`config.mk`:
```
export PLATFORM = sky130hd
export DESIGN_NAME = da_bfly_serial
export DESIGN_NICKNAME = d
export VERILOG_FILES = /design/src/rtl/da_bfly_pkg.sv /design/src/rtl/da_bfly_seq.sv /design/src/rtl/da_bfly_lut.sv /design/src/rtl/da_bfly_acc.sv /design/src/rtl/da_bfly_serial.sv
export SDC_FILE = /design/constraint.sdc
export NUM_CORES = 1
export LEC_CHECK = 0
export ABC_AREA = 1
export BUFFER_PORTS_ARGS = -buffer_cell sky130_fd_sc_hd__buf_2
export CORE_UTILIZATION = 63
export DETAILED_ROUTE_END_ITERATION = 10
export PLACE_DENSITY = 0.83
export SYNTH_ARGS = -nofsm -noshare
export SYNTH_HDL_FRONTEND = slang
export SYNTH_HIERARCHICAL = 1
export SYNTH_SLANG_ARGS = --single-unit
```
`constraint.sdc`:
```
create_clock -name clk -period 5.6 [get_ports clk]
set_input_delay 0.56 -clock clk [delete_from_list [all_inputs] [get_ports clk]]
set_output_delay 0.56 -clock clk [all_outputs]
set_load 0.03 [all_outputs]
```
`src/rtl/da_bfly_pkg.sv`:
```
package da_bfly_pkg;

    // Width of the bit-position index carried in the step record.
    localparam int IDX_W = 8;

    // Table address: bit 1 = current A bit, bit 0 = current B bit.
    typedef enum logic [1:0] {
        ADR_NONE = 2'b00,
        ADR_B    = 2'b01,
        ADR_A    = 2'b10,
        ADR_AB   = 2'b11
    } adr_e;

    // Per-clock control record shared by both accumulators.
    typedef struct packed {
        logic             active;  // a serial bit is present this clock
        logic             first;   // bit 0: accumulator restarts from zero
        logic             last;    // sign bit: table value is subtracted
        logic [IDX_W-1:0] idx;     // bit position, used as shift amount
    } step_t;

    // Partial sum held at one table address.
    function automatic int lut_value(adr_e adr, int c, int s, bit neg_s);
        int st;
        st = neg_s ? -s : s;
        case (adr)
            ADR_NONE: return 0;
            ADR_B:    return st;
            ADR_A:    return c;
            default:  return c + st;
        endcase
    endfunction

endpackage

```
`src/rtl/da_bfly_seq.sv`:
```
module da_bfly_seq
    import da_bfly_pkg::*;
#(
    parameter int OPW = 8
) (
    input  logic  clk,
    input  logic  rst,
    input  logic  start_i,
    output step_t step_o,
    output logic  done_o
);
    localparam int CNT_W = $clog2(OPW + 1);

    logic [CNT_W-1:0] cnt_q;
    logic [CNT_W-1:0] idx;
    logic             busy_q;
    logic             done_q;

    always_comb begin
        idx           = start_i ? '0 : cnt_q;
        step_o.active = start_i | busy_q;
        step_o.first  = start_i;
        step_o.idx    = IDX_W'(idx);
        step_o.last   = (start_i | busy_q) && (idx == CNT_W'(OPW - 1));
    end

    always_ff @(posedge clk) begin
        if (rst) begin
            cnt_q  <= '0;
            busy_q <= 1'b0;
            done_q <= 1'b0;
        end else begin
            done_q <= step_o.last;
            if (step_o.active) begin
                busy_q <= !step_o.last;
                cnt_q  <= idx + 1'b1;
            end
        end
    end

    assign done_o = done_q;

endmodule

```
`src/rtl/da_bfly_lut.sv`:
```
module da_bfly_lut
    import da_bfly_pkg::*;
#(
    parameter int CW      = 10,
    parameter int COS_X   = 236,
    parameter int SIN_Y   = 98,
    parameter bit NEG_SIN = 1'b1
) (
    input  logic              a_bit_i,
    input  logic              b_bit_i,
    output logic signed [CW:0] entry_o
);
    logic signed [CW:0] tbl [4];

    for (genvar k = 0; k < 4; k++) begin : g_ent
        assign tbl[k] = (CW + 1)'(lut_value(adr_e'(2'(k)), COS_X, SIN_Y, NEG_SIN));
    end

    assign entry_o = tbl[{a_bit_i, b_bit_i}];

endmodule

```
`src/rtl/da_bfly_acc.sv`:
```
module da_bfly_acc
    import da_bfly_pkg::*;
#(
    parameter int CW   = 10,
    parameter int ACCW = 19
) (
    input  logic                   clk,
    input  logic                   rst,
    input  step_t                  step_i,
    input  logic signed [CW:0]     entry_i,
    output logic signed [ACCW-1:0] acc_o
);
    logic signed [ACCW-1:0] acc_q;
    logic signed [ACCW-1:0] term;
    logic signed [ACCW-1:0] base;
    logic signed [ACCW-1:0] nxt;

    always_comb begin
        term = {{(ACCW - CW - 1){entry_i[CW]}}, entry_i};
        term = term <<< step_i.idx;
        base = step_i.first ? '0 : acc_q;
        nxt  = step_i.last ? (base - term) : (base + term);
    end

    always_ff @(posedge clk) begin
        if (rst) begin
            acc_q <= '0;
        end else if (step_i.active) begin
            acc_q <= nxt;
        end
    end

    assign acc_o = acc_q;

endmodule

```
`src/rtl/da_bfly_serial.sv`:
```
module da_bfly_serial
    import da_bfly_pkg::*;
#(
    parameter int OPW   = 8,
    parameter int CW    = 10,
    parameter int COS_X = 236,
    parameter int SIN_Y = 98
) (
    input  logic                     clk,
    input  logic                     rst,
    input  logic                     start_i,
    input  logic                     a_bit_i,
    input  logic                     b_bit_i,
    output logic signed [OPW+CW:0]   diff_o,
    output logic signed [OPW+CW:0]   sum_o,
    output logic                     done_o
);
    localparam int ACCW = OPW + CW + 1;

    step_t                  step;
    logic signed [ACCW-1:0] res [2];

    da_bfly_seq #(.OPW(OPW)) u_seq (
        .clk     (clk),
        .rst     (rst),
        .start_i (start_i),
        .step_o  (step),
        .done_o  (done_o)
    );

    // Branch 0: difference term, branch 1: sum term.
    for (genvar g = 0; g < 2; g++) begin : g_term
        logic signed [CW:0] entry;

        da_bfly_lut #(
            .CW      (CW),
            .COS_X   (COS_X),
            .SIN_Y   (SIN_Y),
            .NEG_SIN (g == 0)
        ) u_lut (
            .a_bit_i (a_bit_i),
            .b_bit_i (b_bit_i),
            .entry_o (entry)
        );

        da_bfly_acc #(.CW(CW), .ACCW(ACCW)) u_acc (
            .clk     (clk),
            .rst     (rst),
            .step_i  (step),
            .entry_i (entry),
            .acc_o   (res[g])
        );
    end

    assign diff_o = res[0];
    assign sum_o  = res[1];

endmodule

```
==> metrics.csv, run 1 <==
stage,metric,value,unit
status,status,"complete, no violations",
global_routing,Global Route Usage Sum,28.3,%
drt,Avg WL per Cell,12.2,um
critical_path,FF-to-FF Start,u_seq/cnt_q[3]$_SDFFE_PP0P_,
worst_hold_path,Min-Delay Path Depth,1,
logic_synthesis,compound-cell area share of the yosys netlist,15.2,%
critical_path,crit path max fanout,22,
drt,Post-Route WL,15200,um
drt,vias per cell,5.35,
critical_path,FF-to-FF path depth,26,
drt,Post-route DRC,0,
cells_and_area,n_diodes,0,
logic_synthesis,Post-synth ARST share,0,%
cells_and_area,Syn-to-layout area delta,3.60,%
timing,crit share post-route,79.9,%
cts,clk sinks,44,
logic_synthesis,main combinational cell family by area after synthesis,simple AND/OR/NAND/NOR gates,
global_routing,total congestion overflow,0,
critical_path,CP most frequent cell,inv_1,
critical_path,r2r endpoint,g_term[1].u_acc/acc_o[18]$_SDFFE_PP0P_,
drt,initial DRC count,279,
logic_synthesis,XOR/XNOR share of the synthesized area,7.82,%
job,Max Cap Viol,0,
logic_synthesis,Post-synth EDFFs,0,
global_routing,global-route wire length before repair,26200,um
logic_synthesis,Syn. warnings,6,
cells_and_area,share of layout cells above drive strength 1,15.3,%
logic_synthesis,Synth top area share,13.3,%
floorplanning,IO Count,44,
timing,"Hold Violations, Final",0,
logic_synthesis,Mean Syn Cell Area,6.01,um2
critical_path,Worst Path Arrival,4690,ps
worst_hold_path,HP Class,reg -> reg,
critical_path,critical path's top delay family,simple AND/OR/NAND/NOR gates,
floorplanning,total core area,10200,um2
critical_path,critical setup path kind,in -> reg,
global_routing,vias in the first global route,5878,
cts,Clock Tree Root,clkbuf_8,
critical_path,R2R Setup Slk,1200,ps
timing,final number of setup-violating endpoints,0,
logic_synthesis,"Seq/Total Area, Yosys",13.3,%
timing,Setup Skew,6.07,ps
global_routing,initial antenna violation count,0,
cells_and_area,Nets,1161,
drt,ANT nets after route,0,
floorplanning,num rows,37,
floorplanning,Starting Density,64.6,%
timing,RSZ-0062 raised after global routing,false,
critical_path,CP required,5810,ps
timing,"Slew Viols, Final",0,
cells_and_area,fillers,1012,
logic_synthesis,post-synthesis mux area share,0,%
placement,Routability Congestion,0.958,
floorplanning,Die Y,104,um
drt,via count,6663,
critical_path,CP max-delay cell,o311ai_0,
cts,Post-CTS Hold Fix Bufs,0,
logic_synthesis,synth cell count leaders,"nand2_1, inv_1, nand3_1, nor2_1, a21oi_1",
logic_synthesis,Post-Synth Adder-Cell Area,9.13,%
critical_path,Crit path buffers/inverters,10,
timing,setup TNS,0,ps
logic_synthesis,Area contributors post-synth,"dfxtp_1, nand2_1, nand3_1, inv_1, ha_1",
timing,Fmax achieved,223,MHz
critical_path,Critical Path Source Type,input pin,
drt,drt first pass iters,5,
logic_synthesis,post-synthesis register bit count,44,
placement,HPWL Detailed,12200,um
floorplanning,die area,10900,um2
logic_synthesis,most common cell in the synthesized netlist,nand2_1,
critical_path,Worst path depth,30,
worst_hold_path,hold_sp,u_seq/busy_q$_SDFFE_PP0P_,
cts,Clock Path Buffers,2,
logic_synthesis,Mapped Cells,1100,
cts,number of setup buffers added after CTS,0,
global_routing,largest net degree at the start of global routing,37,
power,total power,1.94,mW
power,Pleak,3.70,nW
cts,post-cts sizing count,0,
worst_hold_path,hold path endpoint,u_seq/cnt_q[0]$_SDFFE_PP0P_,
timing,relative slew slack,46.6,%
critical_path,max incr delay on CP,600,ps
floorplanning,die width,104,um
logic_synthesis,unique cell type count in the Yosys netlist,45,
cts,CTS Buf Count,5,
critical_path,Crit. End Element,register,
placement,PortBufs,43,
logic_synthesis,synthesized area,6610,um2
cts,CTS tree,done,
cts,Worst-path clk slew,90,ps
timing,min Tclk post-route,4480,ps
timing,worst slew pin tran,800,ps
cts,worst skew pair latency,310,ps
logic_synthesis,"area leader, netlist",dfxtp_1,
logic_synthesis,simple-gate share of the synthesized area,38.8,%
logic_synthesis,"Primary FF master, synth",dfxtp_1,
power,pwr dens,284,nW/um2
power,worst vdd ir,152,uV
cts,# H-tree levels,2,
[cell type report]
type	instances	area (um2)	area share (%)
Multi-Input combinational cell	825	4730	69.0
Clock inverter	2	35.0	0.512
Inverter	181	679	9.92
Tap cell	136	170	2.49
Sequential cell	44	881	12.9
Clock buffer	6	72.6	1.06
Timing Repair Buffer	52	283	4.13
[through the flow]
| stage | cell area [um2] | std cells | worst slack, ps | hold slack (ps) | util, % |
|---|---|---|---|---|---|
| after floorplan | 6630 | 1106 | 1430 | 420 | - |
| after CTS | 6850 | 1246 | 1170 | 492 | 66.9 |
| after detailed placement | 6740 | 1238 | 857 | 463 | 65.9 |
| after global routing | 6850 | 1246 | 801 | 535 | 66.9 |
| final | 6850 | 1246 | 1120 | 496 | 66.9 |
| after global placement | 6740 | 1238 | 963 | 467 | 65.9 |
[routing by layer]
metal	share of wire [%]	wire length [um]	global-route usage (%)
met5	0	0	0
met4	0.96	145	7.24
met3	6.1	922	2.94
met2	44	6650	45.7
met1	49	7450	40.1
[how the worst max path moves through the flow]
| stage | from | end | slack (ps) |
|---|---|---|---|
| floorplan | start_i | g_term[1].u_acc/acc_o[16]$_SDFFE_PP0P_ | 1430 |
| global placement | start_i | g_term[1].u_acc/acc_o[18]$_SDFFE_PP0P_ | 960 |
| detailed placement | start_i | g_term[1].u_acc/acc_o[18]$_SDFFE_PP0P_ | 860 |
| CTS | start_i | g_term[1].u_acc/acc_o[18]$_SDFFE_PP0P_ | 1170 |
| global route | start_i | g_term[1].u_acc/acc_o[17]$_SDFFE_PP0P_ | 800 |
| finish | start_i | g_term[1].u_acc/acc_o[18]$_SDFFE_PP0P_ | 1120 |
[sequential cells by signal (all words and copies together) (netlist names)]
name	cells
g_term.u_acc/acc_o	38
u_seq/busy_q	1
u_seq/cnt_q	4
u_seq/done_o	1
[logic make-up after synthesis]
kind of cell / count (synthesis)
and+or+nand+nor: 527
buffers and inverters: 237
AOI/OAI and AO/OA: 183
xor gates and xnor gates: 59
adders and majority gates: 47
DFF: 44
other: 3
[report_power, final]
group | internal [mW] | switching, mW | leakage, nW
sequential | 0.387 | 0.0360 | 0.365
combinational | 0.435 | 0.831 | 3.28
clock | 0.133 | 0.121 | 0.0552
[worst reg2reg max path: stages, from the launching register on]
cell,delay (ps)
dfxtp_1,380
inv_1,50
nor2_1,420
buf_4,260
nor2_2,140
inv_1,120
nor2_1,70
inv_1,80
ha_1,200
nand3_2,130
nor2_4,150
nand2_2,70
nor2_2,90
nand2_2,70
o21ai_1,150
xor2_1,160
inv_1,50
ha_1,290
inv_1,70
nor3_1,290
nand2_1,80
o311ai_0,600
inv_1,90
nand3_1,110
nand3_1,70
nand2_1,60
inv_1,30
[cells in the final DEF, fill, tap and decap left out, types with 6 or more instances in the layout]
cell type,count
buf_4,9
nor3_1,6
a21oi_1,84
nor2_2,14
nand2_1,208
o21ai_0,63
buf_2,43
ha_1,45
conb_1,9
nand3_1,123
xor2_1,45
dfxtp_1,44
o21ai_1,9
nand3_2,34
o21ai_2,8
inv_1,162
nand4_1,8
nor2_1,94
xnor2_1,14
inv_2,19
nand2_2,24
Power figures use the tool's default switching activity.
==> inputs of run 2 (changes only) <==
==> constraint.sdc (replaced) <==
create_clock -name clk -period 4.5 [get_ports clk]
set_input_delay 0.45 -clock clk [delete_from_list [all_inputs] [get_ports clk]]
set_output_delay 0.45 -clock clk [all_outputs]
set_load 0.03 [all_outputs]
==> run 2 against run 1 <==
  * Clock-buffer cell count fell by 1
  * Routed wire length rose by 3.8%
  * Cell area rose by 0.62%
  * Utilization rose by 0.42 points
==> metrics.csv, run 2 (synthesis results as in run 1) <==
stage,metric,value,unit
drt,drt first pass iters,5,
power,worst vdd ir,229,uV
floorplanning,Die Y,104,um
cts,Worst-path clk slew,100,ps
floorplanning,die width,104,um
critical_path,Worst Path Arrival,4240,ps
cts,clk sinks,44,
global_routing,vias in the first global route,5940,
timing,"Hold Violations, Final",0,
power,Cell Int Power,1.19,mW
cts,Clock Tree Root,clkbuf_8,
global_routing,Global Route Usage Sum,29.7,%
global_routing,global-route wire length before repair,27100,um
timing,crit share post-route,89.2,%
power,Combinational Power Share,64.6,%
power,Pleak,3.72,nW
timing,min Tclk post-route,4010,ps
status,status,"complete, no violations",
critical_path,critical setup path kind,in -> reg,
global_routing,GR Util met1,42.6,%
placement,HPWL Detailed,12400,um
global_routing,largest net degree at the start of global routing,38,
placement,PortBufs,43,
drt,Avg WL per Cell,12.6,um
cells_and_area,Final Util,67.3,%
timing,RSZ-0062 raised after global routing,false,
worst_hold_path,HP Class,reg -> reg,
drt,via count,6649,
global_routing,initial antenna violation count,0,
timing,relative slew slack,47.4,%
global_routing,met3 usage,2.94,%
cells_and_area,"commonest non-fill, non-tap cell in the layout",nand2_1,
critical_path,crit path max fanout,11,
global_routing,total congestion overflow,0,
critical_path,Crit. End Element,register,
power,pwr dens,353,nW/um2
cells_and_area,Syn-to-layout area delta,4.24,%
floorplanning,Starting Density,64.6,%
worst_hold_path,Min-Delay Path Depth,1,
floorplanning,IO Count,44,
global_routing,GR met2 Demand/Resource,47.6,%
power,switching pwr,1.24,mW
floorplanning,num rows,37,
power,clock group share of total power,13.7,%
floorplanning,total core area,10200,um2
timing,final number of setup-violating endpoints,0,
timing,Fmax achieved,249,MHz
drt,ANT nets after route,0,
cells_and_area,Nets,1164,
drt,Post-Route WL,15700,um
power,Reg power frac,21.7,%
timing,worst slew pin tran,788,ps
critical_path,r2r endpoint,g_term[1].u_acc/acc_o[17]$_SDFFE_PP0P_,
cts,Clock Path Buffers,2,
worst_hold_path,hold path endpoint,u_seq/done_o$_SDFF_PP0_,
placement,Routability Congestion,0.935,
floorplanning,die area,10900,um2
critical_path,Critical Path Source Type,input pin,
cts,number of setup buffers added after CTS,0,
cells_and_area,fillers,975,
cells_and_area,share of layout cells above drive strength 1,15.6,%
global_routing,grt peak-use layer,met2,
power,Sw Share,50.9,%
cts,post-cts sizing count,0,
drt,Post-route DRC,0,
drt,vias per cell,5.32,
cts,Post-CTS Hold Fix Bufs,0,
timing,"Slew Viols, Final",0,
critical_path,FF-to-FF path depth,26,
critical_path,FF-to-FF Start,u_seq/cnt_q[0]$_SDFFE_PP0P_,
worst_hold_path,hold_sp,u_seq/cnt_q[3]$_SDFFE_PP0P_,
cells_and_area,"commonest cells after routing, fill and taps aside","nand2_1, inv_1, nand3_1",
cts,worst skew pair latency,320,ps
cts,CTS tree,done,
cts,CTS Buf Count,5,
cts,# H-tree levels,2,
timing,setup TNS,0,ps
critical_path,R2R Setup Slk,490,ps
timing,Setup Skew,11.4,ps
job,Max Cap Viol,0,
drt,initial DRC count,317,
critical_path,CP required,4720,ps
cells_and_area,n_diodes,0,
cells_and_area,max reg flops,38,
## run 2: critical path, cell delays in order
cell	delay, ps
buf_2	140
inv_1	90
nand2_1	70
inv_1	130
inv_2	130
nand3_2	100
nand2_1	80
nand3_1	110
nor2_1	80
inv_1	80
ha_1	190
nand3_2	120
nor2_4	160
nand3_1	140
o21ai_0	260
xor2_1	230
inv_1	70
ha_1	330
a21oi_1	190
o21ai_0	90
a21oi_1	160
nand2_1	100
a21oi_1	150
o21ai_0	150
a21oi_1	170
o21ai_0	120
o211ai_1	90
inv_1	50
## run 2: through the flow
stage               hold WS, ps  total power, mW  cells  worst slack (ps)  area (um2)
global route                541             2.65   1249              7.11        6890
global placement            455             2.06   1241               356        6770
detailed placement          469             2.08   1241               200        6770
CTS                         484             2.42   1249               520        6890
finish                      493             2.43   1249               485        6890
floorplan                   420             1.80   1106               439        6630
## run 2: metal layers
layer  wire (um)  up-vias
met2        6740      180
li1            -     3546
met1        8150     2907
met3         687       16
met4         175        0
met5           0        -
## run 2: worst max-delay path by stage
stage	from	endpoint	slack (ps)	cells after the start
2_1_floorplan	start_i	g_term[1].u_acc/acc_o[16]$_SDFFE_PP0P_	440	21
3_3_place_gp	start_i	g_term[0].u_acc/acc_o[18]$_SDFFE_PP0P_	360	29
3_5_place_dp	start_i	g_term[0].u_acc/acc_o[18]$_SDFFE_PP0P_	200	29
4_1_cts	u_seq/cnt_q[0]$_SDFFE_PP0P_	g_term[0].u_acc/acc_o[18]$_SDFFE_PP0P_	520	27
5_1_grt	u_seq/cnt_q[0]$_SDFFE_PP0P_	g_term[0].u_acc/acc_o[18]$_SDFFE_PP0P_	7	27
6_report	start_i	g_term[1].u_acc/acc_o[17]$_SDFFE_PP0P_	490	28
## run 2: power by group through the flow
stage | logic [mW] | registers, mW | clock network, mW
6_report | 1.57 | 0.528 | 0.332
5_1_grt | 1.76 | 0.538 | 0.351
4_1_cts | 1.55 | 0.528 | 0.341
3_5_place_dp | 1.54 | 0.537 | 0
3_3_place_gp | 1.53 | 0.534 | 0
2_1_floorplan | 1.08 | 0.714 | 0
## run 2: layout make-up
class,instances,area [um2],share of cell area [%]
Timing Repair Buffer,55,318,4.61
Clock inverter,3,46.3,0.672
Tap cell,136,170,2.47
Sequential cell,44,881,12.8
Clock buffer,5,68.8,0.999
Inverter,181,679,9.86
Multi-Input combinational cell,825,4730,68.6
==> inputs of run 3 (changes only) <==
--- a/config.mk
+++ b/config.mk
@@ -6,11 +6,11 @@
 export NUM_CORES = 1
 export LEC_CHECK = 0
 export ABC_AREA = 1
-export BUFFER_PORTS_ARGS = -buffer_cell sky130_fd_sc_hd__buf_2
-export CORE_UTILIZATION = 63
+export BUFFER_PORTS_ARGS = -buffer_cell sky130_fd_sc_hd__buf_4
+export CORE_MARGIN = 1.5
+export CORE_UTILIZATION = 62
 export DETAILED_ROUTE_END_ITERATION = 10
-export PLACE_DENSITY = 0.83
+export PLACE_DENSITY = 0.82
 export SYNTH_ARGS = -nofsm -noshare
 export SYNTH_HDL_FRONTEND = slang
-export SYNTH_HIERARCHICAL = 1
 export SYNTH_SLANG_ARGS = --single-unit
==> run 3 against run 2 <==
  * Sequential share of layout area grew 2.4 points
  * Hold slack got worse by 36 ps
  * Global-route usage grew 4.5 points
  * Synthesized cell count decreased by 21%
  * Sequential power down 11%
  * Utilization increased by 3.2 points
  * Cell area shrank 16%
==> metrics.csv, run 3 <==
stage,metric,value,unit
logic_synthesis,syn nets,922,
cells_and_area,share of layout cells above drive strength 1,12.0,%
critical_path,Critical Path Source Type,register,
logic_synthesis,unique cell type count in the Yosys netlist,46,
worst_hold_path,HP Class,reg -> reg,
cells_and_area,fillers,753,
timing,hold_ws,457,ps
cells_and_area,n_diodes,0,
global_routing,global-route wire length before repair,24400,um
global_routing,largest net degree at the start of global routing,43,
drt,Post-route DRC,0,
global_routing,vias in the first global route,5175,
cts,# H-tree levels,2,
critical_path,critical setup path kind,reg -> reg,
critical_path,Crit. End Element,register,
logic_synthesis,"Seq/Total Area, Yosys",16.7,%
logic_synthesis,Mean Syn Cell Area,6.04,um2
job,Max Cap Viol,0,
timing,final setup margin,296,ps
placement,PortBufs,43,
timing,worst slew pin tran,864,ps
placement,worst slack at placement,-15.4,ps
logic_synthesis,synthesized area,5270,um2
logic_synthesis,Post-synth EDFFs,0,
floorplanning,num rows,33,
timing,setup TNS,0,ps
drt,Avg WL per Cell,15.1,um
logic_synthesis,Synth top area share,16.7,%
logic_synthesis,Post-synth ARST share,0,%
timing,RSZ-0062 raised after global routing,true,
logic_synthesis,synth cell count leaders,"nand2_1, inv_1, nand3_1, nor2_1, a21oi_1",
drt,Post-Route WL,15300,um
cells_and_area,Syn-to-layout area delta,9.95,%
logic_synthesis,Area contributors post-synth,"dfxtp_1, nand2_1, ha_1, nand3_1, inv_1",
logic_synthesis,Syn. warnings,0,
cells_and_area,"commonest non-fill, non-tap cell in the layout",nand2_1,
cts,clk sinks,44,
global_routing,initial antenna violation count,0,
cells_and_area,"commonest cells after routing, fill and taps aside","nand2_1, inv_1, nand3_1",
timing,min Tclk post-route,4200,ps
power,Pleak,3.07,nW
status,status,"complete, no violations",
cts,CTS tree,done,
cts,Clock Tree Root,clkbuf_8,
timing,relative slew slack,42.3,%
cells_and_area,max reg flops,38,
floorplanning,Die Y,95.2,um
floorplanning,die area,9060,um2
cts,Worst-path clk slew,100,ps
floorplanning,Starting Density,64.1,%
timing,Fmax achieved,238,MHz
timing,crit share post-route,93.4,%
power,pwr dens,275,nW/um2
drt,via count,5897,
timing,final number of setup-violating endpoints,0,
power,worst vdd ir,150,uV
placement,HPWL Detailed,11700,um
cells_and_area,Nets,956,
critical_path,Worst Path Arrival,4420,ps
critical_path,crit path max fanout,13,
drt,ANT nets after route,0,
global_routing,total congestion overflow,0,
drt,drt first pass iters,5,
drt,vias per cell,5.83,
cts,worst skew pair latency,310,ps
placement,Routability Congestion,1.02,
cells_and_area,Final Cell Area,5790,um2
critical_path,CP required,4720,ps
cts,Clock Path Buffers,2,
logic_synthesis,most common cell in the synthesized netlist,nand2_1,
timing,"Hold Violations, Final",0,
timing,"Slew Viols, Final",0,
cells_and_area,Final Util,70.5,%
floorplanning,total core area,8220,um2
cts,Post-CTS Hold Fix Bufs,0,
global_routing,Global Route Usage Sum,34.2,%
logic_synthesis,post-synthesis register bit count,44,
logic_synthesis,Mapped Cells,872,
cts,CTS Buf Count,5,
placement,"Cell Area, Placed",5630,um2
logic_synthesis,"area leader, netlist",dfxtp_1,
floorplanning,die width,95.2,um
drt,initial DRC count,382,
timing,Setup Skew,7.58,ps
logic_synthesis,"Primary FF master, synth",dfxtp_1,
floorplanning,IO Count,44,
-- run 3: cell count changes after synthesis, moves of 11 or more --
cell,delta
o21ai_0,-17
inv_1,-51
xor2_1,-19
inv_2,-11
nor2_1,-15
nand2_2,-18
nand3_2,-30
a21oi_1,-19
buf_4,-24
nand3_1,-27
-- run 3: logic make-up (layout without fill, tap and decap cells) --
group           count (synthesis)  count (layout)  share of synthesized area, %
buf+inv                       152             187                          12.2
xor+xnor                       40              40                          6.65
fa+ha+maj                      45              45                          10.7
compound gates                164             164                          18.0
simple gates                  427             427                          35.8
flops                          44              44                          16.7
-- run 3: what timing repair did --
action,in CTS,in global routing
endpoints found under the setup margin,0,5
setup buffers,0,4
gates resized for setup,0,6
-- run 3: path summary, 6_finish.rpt --
check / start / end / slack [ps] / depth (start not counted)
max: u_seq.cnt_q[0]$_SDFFE_PP0P_ / g_term[1].u_acc.acc_o[18]$_SDFFE_PP0P_ / 300 / 27
min: g_term[1].u_acc.acc_o[0]$_SDFFE_PP0P_ / g_term[1].u_acc.acc_o[0]$_SDFFE_PP0P_ / 460 / 2
max reg2reg: u_seq.cnt_q[0]$_SDFFE_PP0P_ / g_term[1].u_acc.acc_o[18]$_SDFFE_PP0P_ / 300 / 27
min reg2reg: g_term[1].u_acc.acc_o[0]$_SDFFE_PP0P_ / g_term[1].u_acc.acc_o[0]$_SDFFE_PP0P_ / 460 / 2
-- run 3: critical path, cell delays in order, from the launching register on --
cell	delay, ps
dfxtp_2	470
nand2_4	140
nand2_1	180
nor2_1	120
nand3_4	150
ha_1	210
nand3_1	130
nor2_1	130
nand3_1	100
nor2_1	160
nand2_1	120
nor3_2	200
nand2_1	100
nand2_1	70
nand3_1	70
nand2_1	110
inv_1	70
ha_1	350
nand2_1	100
nor3_2	170
nand4_1	140
or2_2	320
o311ai_1	110
inv_1	90
nand3_1	90
nand3_1	80
nand2_1	90
inv_1	30
-- run 3: layout make-up --
cell class                      instances  area (um2)  area share [%]
Multi-Input combinational cell        676        3760            64.9
Sequential cell                        44         882            15.2
Clock buffer                            6        82.6            1.43
Tap cell                              105         131            2.27
Timing Repair Buffer                   59         443            7.64
Inverter                              120         455            7.86
Clock inverter                          2        38.8           0.669
-- run 3: per-stage QoR --
| stage | power [mW] | cells |
|---|---|---|
| 2_1_floorplan | 1.04 | 872 |
| 3_3_place_gp | 1.22 | 1000 |
| 3_5_place_dp | 1.24 | 1000 |
| 4_1_cts | 1.58 | 1008 |
| 5_1_grt | 1.70 | 1012 |
| 6_report | 1.59 | 1012 |
-- run 3: power breakdown --
group | leakage [nW] | total (mW) | internal, mW | switching (mW)
Combinational | 2.65 | 0.776 | 0.265 | 0.511
Clock | 0.0614 | 0.347 | 0.182 | 0.165
Sequential | 0.362 | 0.471 | 0.436 | 0.0353
Total | 3.07 | 1.59 | 0.883 | 0.711
-- run 3: routing by layer --
metal	global-route usage, %	vias up	routed length (um)
met4	11.2	0	324
met5	0	-	0
met3	3.83	34	1060
met1	46.1	2677	6940
met2	56.3	246	6950
li1	-	2940	-
